### config.mk
export PLATFORM = sky130hd
export DESIGN_NAME = tev_router
export DESIGN_NICKNAME = d
export VERILOG_FILES = /design/src/rtl/tev_pkg.sv /design/src/rtl/tev_flag_bank.sv /design/src/rtl/tev_evt_mux.sv /design/src/rtl/tev_router.sv
export SDC_FILE = /design/constraint.sdc
export NUM_CORES = 1
export LEC_CHECK = 0
export BUFFER_PORTS_ARGS = -buffer_cell sky130_fd_sc_hd__buf_2
export CAP_MARGIN = 10
export CORE_AREA = 10 10 74 76
export CTS_BUF_LIST = sky130_fd_sc_hd__clkbuf_4 sky130_fd_sc_hd__clkbuf_8
export CTS_CLUSTER_DIAMETER = 100
export DETAILED_ROUTE_END_ITERATION = 12
export DIE_AREA = 0 0 84 86
export HOLD_SLACK_MARGIN = 0.15
export PLACE_DENSITY = 0.62
export SYNTH_ARGS = -nofsm -noshare
export SYNTH_HDL_FRONTEND = slang
export SYNTH_SLANG_ARGS = --single-unit
### constraint.sdc
create_clock -name clk -period 1.3 [get_ports clk]
set_input_delay 0.195 -clock clk [delete_from_list [all_inputs] [get_ports clk]]
set_output_delay 0.195 -clock clk [all_outputs]
set_load 0.01 [all_outputs]
### src/rtl/tev_pkg.sv
package tev_pkg;
  typedef enum logic [1:0] {
    RS_FLAG = 2'd0,
    RS_MASK = 2'd1,
    RS_ROUTE = 2'd2,
    RS_RSVD = 2'd3
  } reg_sel_e;
endpackage

### src/rtl/tev_flag_bank.sv
module tev_flag_bank #(
  parameter int N = 8
) (
  input  logic         clk,
  input  logic         rst,
  input  logic [N-1:0] set_i,
  input  logic [N-1:0] clr_i,
  input  logic         mask_we,
  input  logic [N-1:0] mask_d,
  output logic [N-1:0] flag_o,
  output logic [N-1:0] mask_o,
  output logic         irq_o
);
  logic [N-1:0] flag_q, mask_q;
  logic         irq_q;

  always_ff @(posedge clk) begin
    if (rst) begin
      flag_q <= '0;
      mask_q <= '0;
      irq_q  <= 1'b0;
    end else begin
      // set dominates clear
      flag_q <= (flag_q & ~clr_i) | set_i;
      if (mask_we) mask_q <= mask_d;
      irq_q <= |(flag_q & mask_q);
    end
  end

  assign flag_o = flag_q;
  assign mask_o = mask_q;
  assign irq_o  = irq_q;

  assert_set_sticks_R1: assert property (@(posedge clk) disable iff (rst)
    (set_i != '0) |=> ((flag_q & $past(set_i)) == $past(set_i)));
  assert_hold_without_clear_R3: assert property (@(posedge clk) disable iff (rst)
    (clr_i == '0) |=> ((flag_q & $past(flag_q)) == $past(flag_q)));
  assert_set_beats_clear_R4: assert property (@(posedge clk) disable iff (rst)
    ((set_i & clr_i) != '0) |=> ((flag_q & $past(set_i & clr_i)) == $past(set_i & clr_i)));
  assert_irq_high_R5: assert property (@(posedge clk) disable iff (rst)
    ((flag_q & mask_q) != '0) |=> irq_o);
  assert_irq_low_R5: assert property (@(posedge clk) disable iff (rst)
    ((flag_q & mask_q) == '0) |=> !irq_o);
endmodule

### src/rtl/tev_evt_mux.sv
module tev_evt_mux #(
  parameter int N     = 8,
  parameter int SEL_W = 4
) (
  input  logic             clk,
  input  logic             rst,
  input  logic [N-1:0]     src_i,
  input  logic [SEL_W-1:0] sel_i,
  output logic             evt_o
);
  localparam int IDX_W = (N > 1) ? $clog2(N) : 1;

  logic             valid;
  logic [IDX_W-1:0] idx;
  logic             evt_q;

  always_comb begin
    valid = (int'(sel_i) < N);
    idx   = sel_i[IDX_W-1:0];
  end

  always_ff @(posedge clk) begin
    if (rst) evt_q <= 1'b0;
    else     evt_q <= valid & src_i[idx];
  end

  assign evt_o = evt_q;

  assert_bad_code_quiet_R7: assert property (@(posedge clk) disable iff (rst)
    (int'(sel_i) >= N) |=> !evt_o);
  assert_pulse_has_cause_R6: assert property (@(posedge clk) disable iff (rst)
    (src_i == '0) |=> !evt_o);
endmodule

### src/rtl/tev_router.sv
module tev_router #(
  parameter int NUM_SRC = 8,
  parameter int NUM_EVT = 2,
  parameter int SEL_W   = 4,
  parameter int ADDR_W  = 2
) (
  input  logic               clk,
  input  logic               rst,
  input  logic [NUM_SRC-1:0] src_pulse,
  input  logic               reg_wr,
  input  logic [ADDR_W-1:0]  reg_addr,
  input  logic [NUM_SRC-1:0] reg_wdata,
  output logic [NUM_SRC-1:0] reg_rdata,
  output logic               irq,
  output logic [NUM_EVT-1:0] evt_out
);
  import tev_pkg::*;

  localparam int ROUTE_W = NUM_EVT * SEL_W;

  logic [NUM_SRC-1:0] flags, mask, clr;
  logic               wr_flag, wr_mask, wr_route;
  logic [ROUTE_W-1:0] route_q;
  logic [NUM_SRC-1:0] rdata_q, rd_mux;

  always_comb begin
    wr_flag  = reg_wr && (reg_addr == ADDR_W'(RS_FLAG));
    wr_mask  = reg_wr && (reg_addr == ADDR_W'(RS_MASK));
    wr_route = reg_wr && (reg_addr == ADDR_W'(RS_ROUTE));
    clr      = wr_flag ? reg_wdata : '0;
  end

  tev_flag_bank #(.N(NUM_SRC)) u_flags (
    .clk    (clk),
    .rst    (rst),
    .set_i  (src_pulse),
    .clr_i  (clr),
    .mask_we(wr_mask),
    .mask_d (reg_wdata),
    .flag_o (flags),
    .mask_o (mask),
    .irq_o  (irq)
  );

  always_ff @(posedge clk) begin
    if (rst)           route_q <= '1;
    else if (wr_route) route_q <= ROUTE_W'(reg_wdata);
  end

  for (genvar e = 0; e < NUM_EVT; e++) begin : g_evt
    tev_evt_mux #(.N(NUM_SRC), .SEL_W(SEL_W)) u_mux (
      .clk  (clk),
      .rst  (rst),
      .src_i(src_pulse),
      .sel_i(route_q[e*SEL_W +: SEL_W]),
      .evt_o(evt_out[e])
    );
  end

  always_comb begin
    rd_mux = '0;
    if (reg_addr == ADDR_W'(RS_FLAG))       rd_mux = flags;
    else if (reg_addr == ADDR_W'(RS_MASK))  rd_mux = mask;
    else if (reg_addr == ADDR_W'(RS_ROUTE)) rd_mux = NUM_SRC'(route_q);
  end

  always_ff @(posedge clk) begin
    if (rst) rdata_q <= '0;
    else     rdata_q <= rd_mux;
  end

  assign reg_rdata = rdata_q;

  assert_reserved_reads_zero_R9: assert property (@(posedge clk) disable iff (rst)
    (reg_addr == ADDR_W'(RS_RSVD)) |=> (reg_rdata == '0));
  assert_route_kept_R8: assert property (@(posedge clk) disable iff (rst)
    !wr_route |=> $stable(route_q));
endmodule

---- Word-level counts from Yosys, hierarchy flattened ----
Cells that the tools add are included.
cells by class
  reductions and logical operators ........ 5
  equality and inequality tests ........... 2
  bitwise operators ....................... 6
  muxes and demuxes ....................... 8
  magnitude comparators ................... 4
operators by type and width
  kind                                                                          count
  8-bit 2-to-1 mux                                                              4
  8-bit bitwise AND                                                             2
  3-bit by 4-bit less-than comparator with 1-bit output, second input constant  2
  4-bit less-than comparator, second input constant                             2
  8-bit NOT                                                                     1
  8-bit bitwise OR                                                              1
  8-bit OR reduction                                                            1
  1-bit binary-select mux with 3-bit select                                     2
  1-bit logical AND                                                             3
  1-bit bitwise AND                                                             2
  2-bit by 1-bit equality test with 1-bit output, second input constant         1
  2-bit equality test, second input constant                                    1
  2-bit zero test                                                               1
  1-bit 2-to-1 mux                                                              2
storage, ports and cells
  register bits ........................... 35

---- Depth between registers and ports, before layout ----
Gate-level depths: netlist of the first run.
  depth after elaboration ................. 6
  gate-level depth with buffers ........... 5
  mapped depth without buffers ............ 3

---- Modules after synthesis ----
From an unflattened synthesis of the first run, not the netlist that was laid out.
unflattened totals
  cells, all modules ...................... 168
  area total of the unflattened synthesis .. 1697.9 um2
by module, submodules not included
  module         cells each  area an instance (um2)  times used
  tev_router     85          860.8                   1
  tev_flag_bank  65          646.9                   1
  tev_evt_mux    9           95.1                    2

---- Worst setup path after synthesis of the first run ----
Ideal clock, no wire load.
  path type ............................... reg-to-reg
  start point ............................. register route_q[1]
  end point ............................... register g_evt[0].u_mux.evt_q
  path slack .............................. 129 ps
  clock period less this slack ............ 1171 ps
  path buffers ............................ 1
  arrival time ............................ 1068 ps
  cell stages (with the launch flop) ...... 5
  setup time .............................. 103 ps
  path through ............................ dfxtp_1 > buf_6 > mux4_2 > inv_1 > a2111oi_2
between the ends
  longest elaborated chain between the ends .. 3
  elaborated cells between the ends (all ways) .. 4
RTL lines
  what                                       line               RTL
  start, declared                            tev_router.sv:23   logic [ROUTE_W-1:0] route_q;
  start signal, assigned                     tev_router.sv:47   else if (wr_route) route_q <= ROUTE_W'(reg_wdata);
  1-bit binary-select mux with 3-bit select  tev_evt_mux.sv:24  else evt_q <= valid & src_i[idx];
  1-bit 2-to-1 mux (implied by the code)     tev_evt_mux.sv:24
  1-bit bitwise AND (*)                      tev_evt_mux.sv:24
  end signal, assigned                       tev_evt_mux.sv:24
  end, declared                              tev_evt_mux.sv:15  logic evt_q;
Mark *: on every way between the ends. The rest lies on a longest branch, timed or not. The select of a mux whose other input is x is not followed.
A chain may end at the register's enable or synchronous reset.

---- Final worst setup path of the first run ----
Same ends and word-level chain as after synthesis.

==> results of run 1 <==
flip-flops by register name (all words and copies together) (netlist names):
signal	flops
reg_rdata	8
route_q	8
u_flags.flag_o	8
g_evt.u_mux.evt_o	2
u_flags.irq_o	1
u_flags.mask_o	8
Yosys cell counts:
library cell | instances | share of area
a22o_1 | 2 | 0.011
mux2i_1 | 20 | 0.13
a211o_2 | 2 | 0.013
inv_1 | 18 | 0.043
buf_2 | 2 | 0.0064
mux4_2 | 2 | 0.029
or3b_1 | 1 | 0.0056
nand3b_1 | 1 | 0.0048
nand3b_4 | 1 | 0.013
nor2_1 | 26 | 0.062
a22oi_1 | 4 | 0.019
clkbuf_1 | 5 | 0.012
a211o_1 | 6 | 0.034
a2bb2oi_1 | 8 | 0.045
o21ai_0 | 8 | 0.026
a2111oi_2 | 2 | 0.019
a21oi_1 | 8 | 0.026
nor2b_1 | 3 | 0.012
buf_6 | 3 | 0.022
a41oi_1 | 1 | 0.0056
buf_4 | 4 | 0.019
dfxtp_1 | 35 | 0.45
layer usage:
| layer | up-vias | share of wire | routed length [µm] | GRT usage |
|---|---|---|---|---|
| met5 | - | 0 | 0 | 0 |
| met4 | 0 | 0.012 | 42 | 0.03501 |
| met3 | 7 | 0.061 | 223 | 0.04257 |
| met2 | 35 | 0.48 | 1759 | 0.1631 |
| met1 | 604 | 0.44 | 1617 | 0.1117 |
| li1 | 615 | - | - | - |
through the flow:
step	cells	power, mW	hold slack [ns]	area, µm²
after floorplan	162	1.385	0.3245	1568
after global placement	235	1.474	0.4446	1738
after detailed placement	235	1.482	0.4514	1738
after CTS	243	2.266	0.1572	1828
after global routing	243	2.344	0.1666	1829
final	243	2.246	0.1631	1829
how the worst min path moves through the flow:
stage | endpoint | slack, ns | cells past startpoint
6_report | u_flags.mask_o[4] | 0.16 | 3
5_1_grt | u_flags.mask_o[1] | 0.17 | 3
4_1_cts | u_flags.mask_o[4] | 0.16 | 3
3_5_place_dp | u_flags.mask_o[4] | 0.45 | 3
3_3_place_gp | u_flags.mask_o[0] | 0.44 | 3
2_1_floorplan | u_flags.flag_o[0] | 0.32 | 2
critical path: cells and delay by family (launching register included):
family          cells  cell delay [ns]
mux                 1             0.33
buf+inv             1             0.04
compound gates      1             0.36
flops               1             0.37
cell families after synthesis:
kind of cell	Yosys count	synth area share
compound gates	41	0.1971
buf+inv	32	0.1022
mux	22	0.1564
simple gates	32	0.09737
flops	35	0.4469
final cells by class:
cell class | count | area, µm²
sequential | 35 | 703.2
fill | 386 | 2142
tap | 50 | 62.56
timing repair buffer | 37 | 200.2
clock buffer | 7 | 83.83
clock inverter | 1 | 5.005
multi-input combinational | 95 | 706.9
inverter | 18 | 67.56
report_power, final:
part | switching (mW) | leakage (nW) | total (mW) | internal, mW
sequential | 0.0428 | 0.287 | 1.17 | 1.13
clock | 0.370 | 0.0491 | 0.787 | 0.417
combinational | 0.143 | 0.587 | 0.285 | 0.142
total | 0.555 | 0.923 | 2.25 | 1.69
layout by cell type, fill, tap and decap left out, types with 6 or more instances in the layout:
cell type   n
dfxtp_1    33
nor2_1     26
mux2i_1    20
buf_2      31
a21oi_1     8
a211o_1     6
o21ai_0     8
inv_1      18
a2bb2oi_1   8
buf_4       6
==> reports/metrics.cfg, run 1 <==
[run_status]
status = completed

[setup_path]
cp.arrival_ns = 1.38
startpoint_type = register
cp_data_required_time_ns = 1.48
r2r_start = route_q[1]
r2r-end = g_evt[0].u_mux.evt_o
ff2ff_path_depth = 3
worstSetupEndpoint = g_evt[0].u_mux.evt_o
path_class = reg -> reg
max_stage_delay_ns = 0.37
cp-startpoint = route_q[1]
rrSetupSlack_ns = 0.1
crit_path_end_kind = register
cp_max_fo = 5
slowest_stage = dfxtp_2
path_cells = mux4_2, inv_1, a2111oi_2

[drt]
routed_wl_um = 3643
route.detailed.drc = 0
vias = 1261
avgRoutedWirePerCell_um = 14.99
antenna_left = 0
drt_iter0_markers = 107
dr.pass1.iters = 4
via_per_inst = 5.189

[timing]
worst_slack_ns = 0.09624
worst_pin_slew_ns = 0.6342
worst_slew_margin_rel = 0.5772
slew_violations = 0
skew_ns = 0.007100
finalSetupViolCount = 0
fin_crit_ns = 1.204
hold_violations = 0
tns_ns = 0
rsz0062_at_grt = no
fin_crit_sh = 0.9260
max_freq_mhz = 830.7

[synth]
avgSynthCellArea_um2 = 9.677
yosysWarnings = 0
synth.distinct_cells = 22
mappedNetlistArea_um2 = 1568
seq_area_frac_synth = 0.4469
syn_nets = 183
syn_inst = 162
synth_seq_cells = 35

[clocking]
clock-sinks = 35
root_buffer = clkbuf_8
cts_tree = done
cts_buffers = 5
clockBufferDepth = 2
clock_latency_ns = 0.28
h-tree-depth = 2
clk_pin_slew_worst_paths_ns = 0.07
ctsResizeCount = 1
postCtsHoldBufs = 0
post_cts_buffers = 0

[place]
place_hpwl_um = 2832
port_buffers = 31
dp_slack_ns = 0.008963
place_congestion = 0.8138

[power_and_ir_drop]
powerDensity_nw_per_um2 = 1228
p_leak_nw = 0.9230
ir_drop_uv = 525.8

[floorplanning]
rows = 23
fp.dieW_um = 84
start_util = 0.3948
die_h_um = 86
dieArea_um2 = 7224
core_area_um2 = 3971
pin_count = 32

[final_layout]
fin_nets = 213
area_delta_synth_final_pct = 16.68
n_antenna_cell = 0
layout-drive-gt1-share = 0.2798
final_util = 0.4606

[min_path]
hp-class = in -> reg
hp-start = reg_wdata[4]

[global_routing]
grt_use_total = 0.09893
overflow = 0
grt_first_pass_wirelength_um = 5906
grt_pass1_vias = 1223
antenna_found_initial = 0
grt_max_degree = 36

[flow_run]
maxCapViolations = 0

Power figures use the tool's default switching activity.
==> run 2, diff against run 1 <==
--- a/config.mk
+++ b/config.mk
@@ -7,13 +7,13 @@
 export LEC_CHECK = 0
 export BUFFER_PORTS_ARGS = -buffer_cell sky130_fd_sc_hd__buf_2
 export CAP_MARGIN = 10
-export CORE_AREA = 10 10 74 76
+export CORE_AREA = 10 10 65 67
 export CTS_BUF_LIST = sky130_fd_sc_hd__clkbuf_4 sky130_fd_sc_hd__clkbuf_8
 export CTS_CLUSTER_DIAMETER = 100
 export DETAILED_ROUTE_END_ITERATION = 12
-export DIE_AREA = 0 0 84 86
+export DIE_AREA = 0 0 75 77
 export HOLD_SLACK_MARGIN = 0.15
-export PLACE_DENSITY = 0.62
+export PLACE_DENSITY = 0.79
 export SYNTH_ARGS = -nofsm -noshare
 export SYNTH_HDL_FRONTEND = slang
 export SYNTH_SLANG_ARGS = --single-unit
==> reports/metrics.cfg, run 2 (same netlist as run 1, synthesis figures left out) <==
[floorplanning]
pin_count = 32  ; unchanged
core_area_um2 = 2978  ; -25%
fp.dieW_um = 75  ; -11%
rows = 20  ; -13%
dieArea_um2 = 5775  ; -20%
start_util = 0.5265  ; +0.1317
die_h_um = 77  ; -10%

[timing]
fin_crit_ns = 1.252  ; +0.04785 ns
slew_violations = 0  ; unchanged
finalSetupViolCount = 0  ; unchanged
worst_pin_slew_ns = 0.6355  ; +0.001280 ns
skew_ns = 0.02418  ; +0.01708 ns
fin_crit_sh = 0.9628  ; +0.03681
worst_slack_ns = 0.04838  ; -0.04785 ns
rsz0062_at_grt = no
hold_violations = 0  ; unchanged
tns_ns = 0  ; unchanged
fin_worst_hold_slack_ns = 0.1591  ; -0.003990 ns
max_freq_mhz = 799.0  ; -3.8%
worst_slew_margin_rel = 0.5764  ; -0.0008530

[place]
port_buffers = 31  ; unchanged
dpl-instance-area_um2 = 1709  ; -1.7%
dp.cells = 217  ; -7.7%
place_hpwl_um = 2711  ; -4.3%
place_congestion = 0.7920  ; -2.7%
dp_slack_ns = -0.01380  ; -0.02276 ns

[setup_path]
crit_path_end_kind = register
cp_data_required_time_ns = 1.52  ; +0.04 ns
startpoint_type = primary input
cp.arrival_ns = 1.47  ; +0.09 ns
path_class = in -> reg
max_stage_delay_ns = 0.53  ; +0.16 ns
cp_max_fo = 3  ; -2
slowest_stage = dlygate4sd3_1
path_cells = dlygate4sd3_1, buf_2, mux4_2, inv_1, a2111oi_2
cp_top_family = buffers and inverters
cp_num_buf_inv = 3  ; +2

[drt]
routed_wl_um = 3729  ; +2.4%
antenna_left = 0  ; unchanged
vias = 1285  ; +1.9%
drt_iter0_markers = 101  ; -5.6%
avgRoutedWirePerCell_um = 15.67  ; +4.5%
via_per_inst = 5.399  ; +4.0%
route.detailed.drc = 0  ; unchanged
dr.pass1.iters = 4  ; unchanged

[power_and_ir_drop]
power_frac_comb = 0.152  ; +0.025
p_sw_frac = 0.2644  ; +0.01711
total_power_mw = 2.108  ; -6.1%
p_leak_nw = 0.9619  ; +4.2%
clkPwrFrac = 0.290  ; -0.060
seq_power_share = 0.559  ; +0.036
powerDensity_nw_per_um2 = 1095  ; -11%
power.switching_mw = 0.5572  ; +0.35%
p_int_mw = 1.550  ; -8.3%
ir_drop_uv = 721.5  ; +37%

[clocking]
clockBufferDepth = 2  ; unchanged
cts_tree = done
h-tree-depth = 2  ; unchanged
clock-sinks = 35  ; unchanged
cts_buffers = 5  ; unchanged
clock_latency_ns = 0.35  ; +0.07 ns
clk_pin_slew_worst_paths_ns = 0.12  ; +0.05 ns
post_cts_buffers = 0  ; unchanged
root_buffer = clkbuf_4

[global_routing]
grt_use_total = 0.1330  ; +0.03409
grt.busiest_layer = met2
use_met1 = 0.1570  ; +0.04527
grt_pass1_vias = 1290  ; +5.5%
grt_max_degree = 36  ; unchanged
grt_util_met3 = 0.03990  ; -0.002676
overflow = 0  ; unchanged
grt_first_pass_wirelength_um = 6058  ; +2.6%
antenna_found_initial = 0  ; unchanged
grt_util_met2 = 0.2137  ; +0.05067

[final_layout]
final_cell_mix = 33 x dfxtp_1, 30 x buf_2, 26 x nor2_1
n_antenna_cell = 0  ; unchanged
final_util = 0.6466  ; +0.1860
fin_nets = 226  ; +6.1%
fin_area_um2 = 1926  ; +5.3%
area_delta_synth_final_pct = 22.83
layout-drive-gt1-share = 0.2537  ; -0.02613
final_common_cell = dfxtp_1
instances_no_fill = 238  ; -2.1%

[min_path]
hp-class = in -> reg

[flow_run]
maxCapViolations = 0  ; unchanged

[run_status]
status = completed

## run 2: cell count changes in the layout (fill, tap and decap cells not counted), sizes merged
cell / previous run / this run
buf: 37 / 35
dlygate4sd3: 0 / 15
clkbuf: 7 / 6
## run 2: path summary, 6_finish.rpt
check,start,end,slack [ns],depth (start not counted)
worst max-delay path,src_pulse[7],g_evt[0].u_mux.evt_o,0.05,5
worst min-delay path,reg_wdata[0],u_flags.mask_o[0],0.16,3
worst max register to register,route_q[1],g_evt[0].u_mux.evt_o,0.09,3
worst min register to register,route_q[3],g_evt[0].u_mux.evt_o,0.50,1
## run 2: final cells by class
type | instances | area, µm²
clock inverter | 1 | 5.005
clock buffer | 6 | 51.30
multi-input combinational | 95 | 719.4
timing repair buffer | 50 | 337.8
inverter | 18 | 67.56
sequential | 35 | 703.2
tap | 33 | 41.29
fill | 231 | 1052
## run 2: power by group through the flow
stage               clock network (mW)  registers, mW  logic (mW)
floorplan                            0           1.19       0.193
global placement                     0           1.19       0.271
detailed placement                   0           1.20       0.280
CTS                              0.609           1.17       0.316
global route                     0.658           1.18       0.352
finish                           0.611           1.18       0.320
## run 2: worst reg2reg max path: stages (launching register included)
cell	delay [ns]
dfxtp_2	0.43
mux4_2	0.51
inv_1	0.09
a2111oi_2	0.07
## run 2: per-layer routing
layer / part of all wire / wire [µm] / vias up
met4: 0.017 / 65 / 0
met5: 0 / 0 / -
met2: 0.49 / 1832 / 33
met3: 0.054 / 202 / 8
met1: 0.44 / 1628 / 602
li1: - / - / 642
## run 2: timing repair
action | in CTS | in global routing
pin swaps | 0 | 1
hold endpoints to repair | 15 | 0
hold buffers | 15 | 0
setup endpoints to repair | 1 | 2
resized for setup | 1 | 3
==> run 3, diff against run 2 <==
--- a/config.mk
+++ b/config.mk
@@ -7,11 +7,11 @@
 export LEC_CHECK = 0
 export BUFFER_PORTS_ARGS = -buffer_cell sky130_fd_sc_hd__buf_2
 export CAP_MARGIN = 10
-export CORE_AREA = 10 10 65 67
+export CORE_AREA = 10 10 49 89
 export CTS_BUF_LIST = sky130_fd_sc_hd__clkbuf_4 sky130_fd_sc_hd__clkbuf_8
 export CTS_CLUSTER_DIAMETER = 100
 export DETAILED_ROUTE_END_ITERATION = 12
-export DIE_AREA = 0 0 75 77
+export DIE_AREA = 0 0 59 99
 export HOLD_SLACK_MARGIN = 0.15
 export PLACE_DENSITY = 0.79
 export SYNTH_ARGS = -nofsm -noshare
==> reports/metrics.cfg, run 3 (same netlist as run 1, synthesis figures left out) <==
[drt]
via_per_inst = 5.595  ; +3.6%
route.detailed.drc = 0  ; unchanged
wl_met3_um = 220  ; +8.9%
met1_length_um = 1296  ; -20%
drt_iter0_markers = 24  ; -76%
dr.pass1.iters = 4  ; unchanged
routed_wl_um = 3411  ; -8.5%
avgRoutedWirePerCell_um = 15.36  ; -1.9%
vias = 1242  ; -3.3%
wl_met2_um = 1804  ; -1.5%
highest_layer = met4
antenna_left = 0  ; unchanged

[setup_path]
path_class = reg -> reg
max_stage_delay_ns = 0.52  ; about the same
rrSetupSlack_ns = 0.09  ; about the same
path_cells = mux4_2, inv_1, a2111oi_2
cp_top_family = multiplexers
startpoint_type = register
slowest_stage = mux4_2
r2r-end = g_evt[0].u_mux.evt_o
cp_max_fo = 5  ; +2
cp.arrival_ns = 1.35  ; -0.12 ns
r2r_start = route_q[1]
cp_num_buf_inv = 1  ; -2
crit_path_end_kind = register
cp_data_required_time_ns = 1.44  ; -0.08 ns
ff2ff_path_depth = 3  ; unchanged

[clocking]
post_cts_buffers = 0  ; unchanged
clockBufferDepth = 2  ; unchanged
h-tree-depth = 2  ; unchanged
clock_latency_ns = 0.29  ; -0.06 ns
cts_buffers = 5  ; unchanged
cts_tree = done
root_buffer = clkbuf_8
clock-sinks = 35  ; unchanged
clk_pin_slew_worst_paths_ns = 0.07  ; -0.05 ns

[power_and_ir_drop]
ir_drop_uv = 793.9  ; +10%
power_frac_comb = 0.121  ; -0.031
p_sw_frac = 0.2352  ; -0.02916
seq_power_share = 0.505  ; -0.054
clkPwrFrac = 0.374  ; +0.084
p_leak_nw = 0.9237  ; -4.0%
powerDensity_nw_per_um2 = 1281  ; +17%
p_int_mw = 1.775  ; +14%
power.switching_mw = 0.5459  ; -2.0%

[global_routing]
grt_use_total = 0.1216  ; -0.01146
grt_max_degree = 36  ; unchanged
overflow = 0  ; unchanged
grt_first_pass_wirelength_um = 5651  ; -6.7%
grt_pass1_vias = 1275  ; -1.2%
antenna_found_initial = 0  ; unchanged

[min_path]
hold_path_end = u_flags.flag_o[7]
hp-start = src_pulse[7]
hp-class = in -> reg
whs_path_depth = 3  ; unchanged

[final_layout]
multi_input_area_um2 = 706.9  ; -1.7%
final_common_cell = dfxtp_1
area_delta_synth_final_pct = 15.56
ff_latch_area_um2 = 703.2  ; unchanged
fin_area_um2 = 1812  ; -5.9%
final_cell_mix = 33 x dfxtp_1, 31 x buf_2, 26 x nor2_1
layout-drive-gt1-share = 0.2760  ; +0.02238
instances_no_fill = 222  ; -6.7%
nFillCells = 262  ; +13%
fin_nets = 212  ; -6.2%
n_antenna_cell = 0  ; unchanged

[timing]
worst_slack_ns = 0.09009  ; +0.04170 ns
slew_violations = 0  ; unchanged
rsz0062_at_grt = no
worst_pin_slew_ns = 0.6134  ; -0.02203 ns
skew_ns = 0.006562  ; -0.01762 ns
hold_violations = 0  ; unchanged
max_freq_mhz = 826.5  ; +3.4%
finalSetupViolCount = 0  ; unchanged
fin_crit_sh = 0.9307  ; -0.03208
worst_slew_margin_rel = 0.5910  ; +0.01469
fin_worst_hold_slack_ns = 0.1609  ; +0.001787 ns
fin_crit_ns = 1.210  ; -0.04170 ns

[place]
dp_slack_ns = -0.01746  ; -0.003668 ns
port_buffers = 31  ; unchanged
dp.cells = 214  ; -1.4%
place_hpwl_um = 2707  ; -0.14%
dpl-instance-area_um2 = 1705  ; -0.22%
place_congestion = 0.7751  ; -2.1%

[floorplanning]
die_h_um = 99  ; +29%
pin_count = 32  ; unchanged
dieArea_um2 = 5841  ; +1.1%
rows = 28  ; +40%
fp.dieW_um = 59  ; -21%
core_area_um2 = 2943  ; -1.2%
start_util = 0.5327  ; +0.006268

[run_status]
status = completed

[flow_run]
maxCapViolations = 0  ; unchanged

## run 3: worst max-delay path by stage
stage	start	endpoint	slack, ns	cells after the start
floorplan	route_q[1]	g_evt[0].u_mux.evt_o	0.13	4
global placement	route_q[1]	g_evt[0].u_mux.evt_o	0.03	3
detailed placement	route_q[1]	g_evt[0].u_mux.evt_o	-0.02	3
CTS	route_q[5]	g_evt[1].u_mux.evt_o	0.07	3
global route	route_q[1]	g_evt[0].u_mux.evt_o	0.04	3
finish	route_q[1]	g_evt[0].u_mux.evt_o	0.09	3
## run 3: metal layers
| layer | up-vias | global-route usage |
|---|---|---|
| li1 | 611 | - |
| met1 | 582 | 0.1104 |
| met2 | 40 | 0.2163 |
| met3 | 9 | 0.04499 |
| met4 | 0 | 0.06927 |
| met5 | - | 0 |
## run 3: worst reg2reg max path: cells and delay by family, from the launching register on
kind,cells,cell delay (ns)
mux,1,0.52
flops,1,0.41
buf+inv,1,0.08
compound gates,1,0.06
## run 3: timing repair
item,CTS,global route
resized for setup,2,0
hold buffers,0,0
setup endpoints to repair,2,0
## run 3: power by group through the flow
stage / sequential [mW] / clock (mW) / combinational, mW
detailed placement: 1.20 / 0 / 0.281
global route: 1.18 / 0.916 / 0.314
finish: 1.17 / 0.868 / 0.280
CTS: 1.17 / 0.885 / 0.282
global placement: 1.19 / 0 / 0.273
floorplan: 1.19 / 0 / 0.193
## run 3: cell type report
cell class,count,share of cell area
flip-flops and latches,35,0.3881
inverters,18,0.03729
multi-input cells,95,0.3902
repair buffers,36,0.1064
well taps,30,0.02072
clock buffers,8,0.05732
## run 3: through the flow
step                      total power [mW]  TNS (ns)    util
after floorplan                      1.385         0       -
after global placement               1.464         0  0.5795
after detailed placement             1.477  -0.03369  0.5795
after CTS                            2.340         0  0.6156
after global routing                 2.410         0  0.6156
final                                2.321         0  0.6156
